--- src/rtl/afe_seq_pkg.sv ---
package afe_seq_pkg;

    localparam int MODE_W = 3;

    typedef enum logic [3:0] {
        ST_IDLE,
        ST_PWRDN,
        ST_DET_OFF,
        ST_FLAG_CLR,
        ST_DET_ON,
        ST_DET_RST,
        ST_PATH,
        ST_GAIN,
        ST_AGC,
        ST_FINAL
    } seq_state_t;

    typedef enum logic [1:0] {
        CLS_OFF,
        CLS_DET,
        CLS_REC,
        CLS_BAD
    } mode_cls_t;

    function automatic mode_cls_t classify(input logic [MODE_W-1:0] m);
        mode_cls_t c;
        case (m)
            3'd0:             c = CLS_OFF;
            3'd1:             c = CLS_DET;
            3'd2, 3'd3, 3'd4: c = CLS_REC;
            default:          c = CLS_BAD;
        endcase
        return c;
    endfunction

endpackage

--- src/rtl/afe_seq_fsm.sv ---
module afe_seq_fsm
    import afe_seq_pkg::*;
(
    input  logic                  clk,
    input  logic                  rst_n,
    input  logic                  req_valid,
    input  logic [MODE_W-1:0]     req_mode,
    output seq_state_t            state,
    output logic [MODE_W-1:0]     cur_mode,
    output logic                  busy
);

    seq_state_t        nxt;
    logic              held_v;
    logic [MODE_W-1:0] held_mode;

    // State register
    always_ff @(posedge clk or negedge rst_n) begin
        if (!rst_n) state <= ST_IDLE;
        else        state <= nxt;
    end

    // Next-state selection
    always_comb begin
        nxt = state;
        unique case (state)
            ST_IDLE:     if (req_valid || held_v) nxt = ST_PWRDN;
            ST_PWRDN:    nxt = (classify(cur_mode) == CLS_DET) ? ST_DET_OFF : ST_PATH;
            ST_DET_OFF:  nxt = ST_FLAG_CLR;
            ST_FLAG_CLR: nxt = ST_DET_ON;
            ST_DET_ON:   nxt = ST_DET_RST;
            ST_DET_RST:  nxt = ST_PATH;
            ST_PATH:     nxt = ST_GAIN;
            ST_GAIN:     nxt = ST_AGC;
            ST_AGC:      nxt = ST_FINAL;
            ST_FINAL:    nxt = ST_IDLE;
            default:     nxt = ST_IDLE;
        endcase
    end

    // Active mode and one-deep held request (latest wins)
    always_ff @(posedge clk or negedge rst_n) begin
        if (!rst_n) begin
            cur_mode  <= '0;
            held_v    <= 1'b0;
            held_mode <= '0;
        end else if (state == ST_IDLE) begin
            held_v <= 1'b0;
            if (req_valid)   cur_mode <= req_mode;
            else if (held_v) cur_mode <= held_mode;
        end else if (req_valid) begin
            held_v    <= 1'b1;
            held_mode <= req_mode;
        end
    end

    assign busy = (state != ST_IDLE);

endmodule

--- src/rtl/afe_path_regs.sv ---
module afe_path_regs
    import afe_seq_pkg::*;
#(
    parameter int RATE_W = 2
) (
    input  logic                  clk,
    input  logic                  rst_n,
    input  seq_state_t            state,
    input  logic [MODE_W-1:0]     cur_mode,
    input  logic [RATE_W-1:0]     cfg_adc_rate,
    input  logic [RATE_W-1:0]     cfg_det_rate,
    output logic                  mod_pd,
    output logic                  mic_pd,
    output logic                  adc_pd,
    output logic                  det_en,
    output logic                  det_irq_mask,
    output logic                  det_flag_clr,
    output logic                  det_restart,
    output logic                  adc_wake_en,
    output logic [RATE_W-1:0]     adc_rate,
    output logic [RATE_W-1:0]     det_rate
);

    localparam logic [RATE_W-1:0] RATE_LOW = '0;

    mode_cls_t cls;
    assign cls = classify(cur_mode);

    // Output process: one action per sequence step
    always_ff @(posedge clk or negedge rst_n) begin
        if (!rst_n) begin
            mod_pd       <= 1'b1;
            mic_pd       <= 1'b1;
            adc_pd       <= 1'b1;
            det_en       <= 1'b0;
            det_irq_mask <= 1'b1;
            det_flag_clr <= 1'b0;
            det_restart  <= 1'b0;
            adc_wake_en  <= 1'b0;
            adc_rate     <= RATE_LOW;
            det_rate     <= RATE_LOW;
        end else begin
            det_flag_clr <= 1'b0;
            det_restart  <= 1'b0;
            unique case (state)
                ST_PWRDN:    mod_pd       <= 1'b1;
                ST_DET_OFF:  det_en       <= 1'b0;
                ST_FLAG_CLR: det_flag_clr <= 1'b1;
                ST_DET_ON:   det_en       <= 1'b1;
                ST_DET_RST:  det_restart  <= 1'b1;
                ST_PATH: begin
                    unique case (cls)
                        CLS_DET: begin
                            det_en       <= 1'b1;
                            det_irq_mask <= 1'b0;
                            det_rate     <= cfg_det_rate;
                            mic_pd       <= 1'b0;
                            adc_pd       <= 1'b1;
                            adc_wake_en  <= 1'b1;
                        end
                        CLS_REC: begin
                            det_en       <= 1'b0;
                            det_irq_mask <= 1'b1;
                            adc_rate     <= cfg_adc_rate;
                            mic_pd       <= 1'b0;
                            adc_pd       <= 1'b0;
                            adc_wake_en  <= 1'b0;
                        end
                        CLS_OFF: begin
                            det_en       <= 1'b0;
                            det_irq_mask <= 1'b1;
                            mic_pd       <= 1'b1;
                            adc_pd       <= 1'b1;
                            adc_wake_en  <= 1'b0;
                        end
                        CLS_BAD: begin
                            det_rate     <= RATE_LOW;
                            adc_rate     <= RATE_LOW;
                            det_en       <= 1'b0;
                            det_irq_mask <= 1'b1;
                            mic_pd       <= 1'b1;
                            adc_pd       <= 1'b1;
                            adc_wake_en  <= 1'b0;
                        end
                        default: ;
                    endcase
                end
                ST_FINAL: mod_pd <= (cls == CLS_OFF) || (cls == CLS_BAD);
                default: ;
            endcase
        end
    end

endmodule

--- src/rtl/afe_gain_bank.sv ---
module afe_gain_bank
    import afe_seq_pkg::*;
#(
    parameter int GAIN_W     = 6,
    parameter int GAIN_LIMIT = 43,
    parameter int AGC_W      = 5
) (
    input  logic              clk,
    input  logic              rst_n,
    input  seq_state_t        state,
    input  logic              cfg_couple,
    input  logic [GAIN_W-1:0] cfg_gain_l,
    input  logic [GAIN_W-1:0] cfg_gain_r,
    input  logic [AGC_W-1:0]  cfg_agc_min,
    input  logic [AGC_W-1:0]  cfg_agc_max,
    output logic [GAIN_W-1:0] gain_l,
    output logic [GAIN_W-1:0] gain_r,
    output logic              gain_couple,
    output logic [AGC_W-1:0]  agc_min,
    output logic [AGC_W-1:0]  agc_max,
    output logic              cfg_err
);

    localparam int                NCH = 2;
    localparam logic [GAIN_W-1:0] LIM = GAIN_W'(GAIN_LIMIT);

    logic [GAIN_W-1:0] ch_gain [NCH];
    logic [NCH-1:0]    ch_over;
    logic              gain_bad;
    logic              agc_bad;

    assign ch_gain[0] = cfg_gain_l;
    assign ch_gain[1] = cfg_gain_r;

    // Per-channel range check
    for (genvar ch = 0; ch < NCH; ch++) begin : g_chk
        assign ch_over[ch] = (ch_gain[ch] > LIM);
    end

    assign gain_bad = |ch_over;
    assign agc_bad  = (cfg_agc_min > cfg_agc_max);

    always_ff @(posedge clk or negedge rst_n) begin
        if (!rst_n) begin
            gain_l      <= '0;
            gain_r      <= '0;
            gain_couple <= 1'b0;
            agc_min     <= '0;
            agc_max     <= '0;
            cfg_err     <= 1'b0;
        end else begin
            unique case (state)
                ST_PWRDN: cfg_err <= 1'b0;
                ST_GAIN: begin
                    if (gain_bad) begin
                        cfg_err <= 1'b1;
                    end else begin
                        gain_couple <= cfg_couple;
                        gain_l      <= cfg_gain_l;
                        gain_r      <= cfg_couple ? cfg_gain_l : cfg_gain_r;
                    end
                end
                ST_AGC: begin
                    if (agc_bad) begin
                        cfg_err <= 1'b1;
                    end else begin
                        agc_min <= cfg_agc_min;
                        agc_max <= cfg_agc_max;
                    end
                end
                default: ;
            endcase
        end
    end

endmodule

--- src/rtl/afe_mode_seq.sv ---
module afe_mode_seq
    import afe_seq_pkg::*;
#(
    parameter int GAIN_W     = 6,
    parameter int GAIN_LIMIT = 43,
    parameter int AGC_W      = 5,
    parameter int RATE_W     = 2
) (
    input  logic              clk,
    input  logic              rst_n,
    input  logic              req_valid,
    input  logic [2:0]        req_mode,
    input  logic              cfg_couple,
    input  logic [GAIN_W-1:0] cfg_gain_l,
    input  logic [GAIN_W-1:0] cfg_gain_r,
    input  logic [AGC_W-1:0]  cfg_agc_min,
    input  logic [AGC_W-1:0]  cfg_agc_max,
    input  logic [RATE_W-1:0] cfg_adc_rate,
    input  logic [RATE_W-1:0] cfg_det_rate,
    output logic              mod_pd,
    output logic              mic_pd,
    output logic              adc_pd,
    output logic              det_en,
    output logic              det_irq_mask,
    output logic              det_flag_clr,
    output logic              det_restart,
    output logic              adc_wake_en,
    output logic [RATE_W-1:0] adc_rate,
    output logic [RATE_W-1:0] det_rate,
    output logic [GAIN_W-1:0] gain_l,
    output logic [GAIN_W-1:0] gain_r,
    output logic              gain_couple,
    output logic [AGC_W-1:0]  agc_min,
    output logic [AGC_W-1:0]  agc_max,
    output logic              busy,
    output logic              cfg_err
);

    seq_state_t        state;
    logic [MODE_W-1:0] cur_mode;

    afe_seq_fsm u_fsm (
        .clk       (clk),
        .rst_n     (rst_n),
        .req_valid (req_valid),
        .req_mode  (req_mode),
        .state     (state),
        .cur_mode  (cur_mode),
        .busy      (busy)
    );

    afe_path_regs #(.RATE_W(RATE_W)) u_path (
        .clk          (clk),
        .rst_n        (rst_n),
        .state        (state),
        .cur_mode     (cur_mode),
        .cfg_adc_rate (cfg_adc_rate),
        .cfg_det_rate (cfg_det_rate),
        .mod_pd       (mod_pd),
        .mic_pd       (mic_pd),
        .adc_pd       (adc_pd),
        .det_en       (det_en),
        .det_irq_mask (det_irq_mask),
        .det_flag_clr (det_flag_clr),
        .det_restart  (det_restart),
        .adc_wake_en  (adc_wake_en),
        .adc_rate     (adc_rate),
        .det_rate     (det_rate)
    );

    afe_gain_bank #(
        .GAIN_W     (GAIN_W),
        .GAIN_LIMIT (GAIN_LIMIT),
        .AGC_W      (AGC_W)
    ) u_gain (
        .clk         (clk),
        .rst_n       (rst_n),
        .state       (state),
        .cfg_couple  (cfg_couple),
        .cfg_gain_l  (cfg_gain_l),
        .cfg_gain_r  (cfg_gain_r),
        .cfg_agc_min (cfg_agc_min),
        .cfg_agc_max (cfg_agc_max),
        .gain_l      (gain_l),
        .gain_r      (gain_r),
        .gain_couple (gain_couple),
        .agc_min     (agc_min),
        .agc_max     (agc_max),
        .cfg_err     (cfg_err)
    );

endmodule

--- config.mk ---
export PLATFORM = sky130hd
export DESIGN_NAME = afe_mode_seq
export DESIGN_NICKNAME = d
export VERILOG_FILES = /design/src/rtl/afe_seq_pkg.sv /design/src/rtl/afe_seq_fsm.sv /design/src/rtl/afe_path_regs.sv /design/src/rtl/afe_gain_bank.sv /design/src/rtl/afe_mode_seq.sv
export SDC_FILE = /design/constraint.sdc
export NUM_CORES = 1
export LEC_CHECK = 0
export ABC_CLOCK_PERIOD_IN_PS = 2300
export BUFFER_PORTS_ARGS = -buffer_cell sky130_fd_sc_hd__buf_2
export CORE_ASPECT_RATIO = 0.7
export CORE_MARGIN = 8
export CORE_UTILIZATION = 50
export CTS_CLUSTER_SIZE = 30
export DETAILED_ROUTE_END_ITERATION = 8
export GPL_ROUTABILITY_DRIVEN = 0
export MAX_ROUTING_LAYER = met4
export PLACE_DENSITY_LB_ADDON = 0.3
export SYNTH_ARGS = -nofsm -noshare
export SYNTH_HDL_FRONTEND = slang
export SYNTH_SLANG_ARGS = --single-unit
--- constraint.sdc ---
create_clock -name clk -period 2.3 [get_ports clk]
set_input_delay 0.115 -clock clk [delete_from_list [all_inputs] [get_ports clk]]
set_output_delay 0.115 -clock clk [all_outputs]
set_load 0.01 [all_outputs]
==> results.sh <==
export IMPL_status="complete, but fails checks"
export IMPL_failed_checks="negative hold slack"
export IMPL_rsz0062_at_grt="false"
export IMPL_num_nets_final=308
export IMPL_hp_class="in -> async"
export IMPL_synth_top_area_share_pct=48.4
export IMPL_die_w_um=95.7
export IMPL_finalSetupTns_ps=0
export IMPL_clk_latency_ps=280
export IMPL_finalNonFillerCells=323
export IMPL_ys_seq_area_share_pct=53.2
export IMPL_diodes=0
export IMPL_p_sw_mw=1.29
export IMPL_arrival_ps=2110
export IMPL_synth_top_family_by_area="multiplexers"
export IMPL_grt_use_total_pct=14.3
export IMPL_clkPwrFrac_pct=13.4
export IMPL_fill_cells=364
export IMPL_clock_fmax_mhz=526
export IMPL_critPathRequiredTime_ps=2510
export IMPL_overflow=0
export IMPL_viasPerCell=5.01
export IMPL_timing_final_crit_share_pct=82.6
export IMPL_cts_inserted_buffers=5
export IMPL_coreArea_mm2=0.00430
export IMPL_start_util_pct=51.6
export IMPL_num_vias=1619
export IMPL_synthXorXnorAreaFrac_pct=0
export IMPL_synth_compound_area_share_pct=11.0
export IMPL_grt_start_max_net_pins=48
export IMPL_path_class="reg -> reg"
export IMPL_slew_viol_final=0
export IMPL_drt_initial_drc_count=43
export IMPL_area_growth_pct=21.1
export IMPL_swShare_pct=38.0
export IMPL_cts_tree="built"
export IMPL_synth_area_top_cells="dfrtp_1, mux2_1, dfstp_2"
export IMPL_antenna_left=0
export IMPL_wl_per_cell_um=14.4
export IMPL_skew_ps=6.11
export IMPL_antenna_found_initial=0
export IMPL_pwr_share_comb_pct=41.3
export IMPL_fp_dieArea_mm2=0.00687
export IMPL_multi_input_area_um2=940
export IMPL_critPathLaunchType="flip-flop"
export IMPL_dp_hpwl_um=3670
export IMPL_end_kind="flip-flop"
export IMPL_grt_pass1_wl_um=7610
export IMPL_p_leak_nw=1.37
export IMPL_power_frac_seq_pct=45.2
export IMPL_synth_simple_area_share_pct=11.5
export IMPL_rr_worst_depth=6
export IMPL_ys_warn_count=0
export IMPL_first_pass_iters=4
export IMPL_fin_util_pct=62.5
export IMPL_die_y_um=71.8
export IMPL_io_buffers=69
export IMPL_final_layout_size_suffix_gt1_share_pct=33.6
export IMPL_cts_root_buf="clkbuf_8"
export IMPL_cap_viol_max_count=0
export IMPL_setup_violations_final=0
export IMPL_syn_avg_cell_area_um2=11.3
export IMPL_yosys_most_used_dff="dfrtp_1"
export IMPL_cts_clk_slew_worst_paths_ps=80
export IMPL_ys_types=35
export IMPL_fin_crit_ps=1900
export IMPL_syn_cell_area_mm2=0.00222
export IMPL_syn_nets=238
export IMPL_seqCellArea_mm2=0.00118
export IMPL_syn_inst=197
export IMPL_grt_pass1_vias=1628
export IMPL_yosys_area_top_type="dfrtp_1"
export IMPL_holdWs_ps=-15.2
export IMPL_maxSlewHeadroom_pct=34.3
export IMPL_rows=20
export IMPL_synthArstFlopShare_pct=100
export IMPL_ios=70
export IMPL_synth_edff_count=0
export IMPL_drt_total_wl_um=4640
export IMPL_holdBufCountCts=0
export IMPL_cts_post_setup_buffers_inserted=0
export IMPL_tightestPinTransition_ps=986
export IMPL_synth_area_mux_share_pct=15.2
export IMPL_synth_adder_area_share_pct=4.50
export IMPL_drc_errors=0
export IMPL_p_int_mw=2.11
export IMPL_cp_max_fo=7
export IMPL_dp_cells=315
export IMPL_power_density_mw_per_mm2=1260
export IMPL_ctsHtreeMaxLevel=2
export IMPL_finalHoldViolations=15
export IMPL_ir_worst_vdd_mv=0.578
export IMPL_cts_buffer_depth=2
export IMPL_ys_ff_latch=47
export IMPL_clock_sinks=47
export IMPL_cts_resized=0
[cell usage in the layout (no fill, tap or decap), drive strengths merged, types with 3 or more instances in the layout]
cell type	n
mux2i	9
a21o	3
nand2	18
dfstp	4
buf	73
mux2	22
o31ai	3
nand2b	5
nor2	13
ha	8
a21oi	15
dfrtp	43
o21ai	14
and3b	3
inv	12
a31oi	3
clkbuf	8
[cell families after synthesis]
| family | after synthesis |
|---|---|
| AND/OR/NAND/NOR | 48 |
| flip-flops | 47 |
| AO/OA/AOI/OAI | 41 |
| multiplexers | 31 |
| buffers and inverters | 22 |
| adder cells (fa/ha/maj) | 8 |
[worst max-delay path: stages (launching register included)]
cell and delay [ps]:
dfrtp_1 460, or3b_2 530, ha_1 260, nand2_1 80
nand2_1 50, o21ai_1 240, mux2i_1 220
[cell usage after synthesis (2+ instances only)]
cell type,instances
dfrtp_1,43
mux2_1,20
nand2_1,18
a21oi_1,14
nor2_1,13
inv_1,10
mux2i_1,9
ha_1,8
o21ai_1,8
o21ai_0,6
nand2b_1,5
buf_4,4
dfstp_2,4
a21o_1,3
a31oi_1,3
and3b_1,3
buf_2,3
o31ai_1,3
clkbuf_1,2
inv_2,2
mux2_2,2
[path summary, 6_finish.rpt]
check / from / endpoint / slack, ps
setup / recovery: u_fsm.cur_mode[1] / u_path.adc_rate[0] / 400
hold / removal: rst_n / u_gain.agc_min[4] / -20
setup reg to reg: u_fsm.cur_mode[1] / u_path.adc_rate[0] / 400
hold reg to reg: u_path.det_irq_mask / u_path.det_irq_mask / 480
max in group asynchronous: rst_n / u_gain.gain_r[5] / 1700
min in group clk: cfg_agc_max[4] / u_gain.agc_max[4] / 60
[metrics by stage]
| step | area (um2) | power [mW] | hold slack (ps) | setup slack [ps] |
|---|---|---|---|---|
| 6_report | 2690 | 3.40 | -15.2 | 400 |
| 4_1_cts | 2690 | 3.44 | 26.1 | 417 |
| 3_5_place_dp | 2610 | 2.98 | 344 | 405 |
| 3_3_place_gp | 2610 | 2.92 | 349 | 469 |
| 2_1_floorplan | 2220 | 2.42 | -181 | 559 |
| 5_1_grt | 2690 | 3.68 | 42.9 | 302 |
[layout make-up]
| class | count | share of cell area [%] |
|---|---|---|
| flip-flops and latches | 47 | 43.9 |
| multi-input cells | 128 | 34.9 |
| repair buffers | 73 | 14.0 |
| clock buffers | 8 | 2.98 |
| well taps | 55 | 2.56 |
| inverters | 12 | 1.67 |
[power by group through the flow]
stage	sequential, mW	clock [mW]	combinational [mW]
2_1_floorplan	1.61	0	0.816
6_report	1.54	0.457	1.40
3_3_place_gp	1.53	0	1.39
4_1_cts	1.54	0.473	1.43
5_1_grt	1.60	0.510	1.57
3_5_place_dp	1.55	0	1.43
[flip-flops by register name, indices dropped and copies added, names as in the netlist, 2 cells and up]
| signal | flops |
|---|---|
| u_fsm.cur_mode | 3 |
| u_gain.agc_min | 5 |
| u_gain.agc_max | 5 |
| u_path.adc_rate | 2 |
| u_fsm.held_mode | 3 |
| u_gain.gain_r | 6 |
| u_fsm.state | 4 |
| u_path.det_rate | 2 |
| u_gain.gain_l | 6 |
[per-layer routing]
metal	up-vias	part of all wire (%)	global-route usage [%]
met4	0	0.37	3.57
met1	747	47	18.4
li1	830	-	-
met5	-	0	-
met2	40	44	21.0
met3	2	8.3	5.01
No activity file was read; power rests on OpenSTA's default activity.
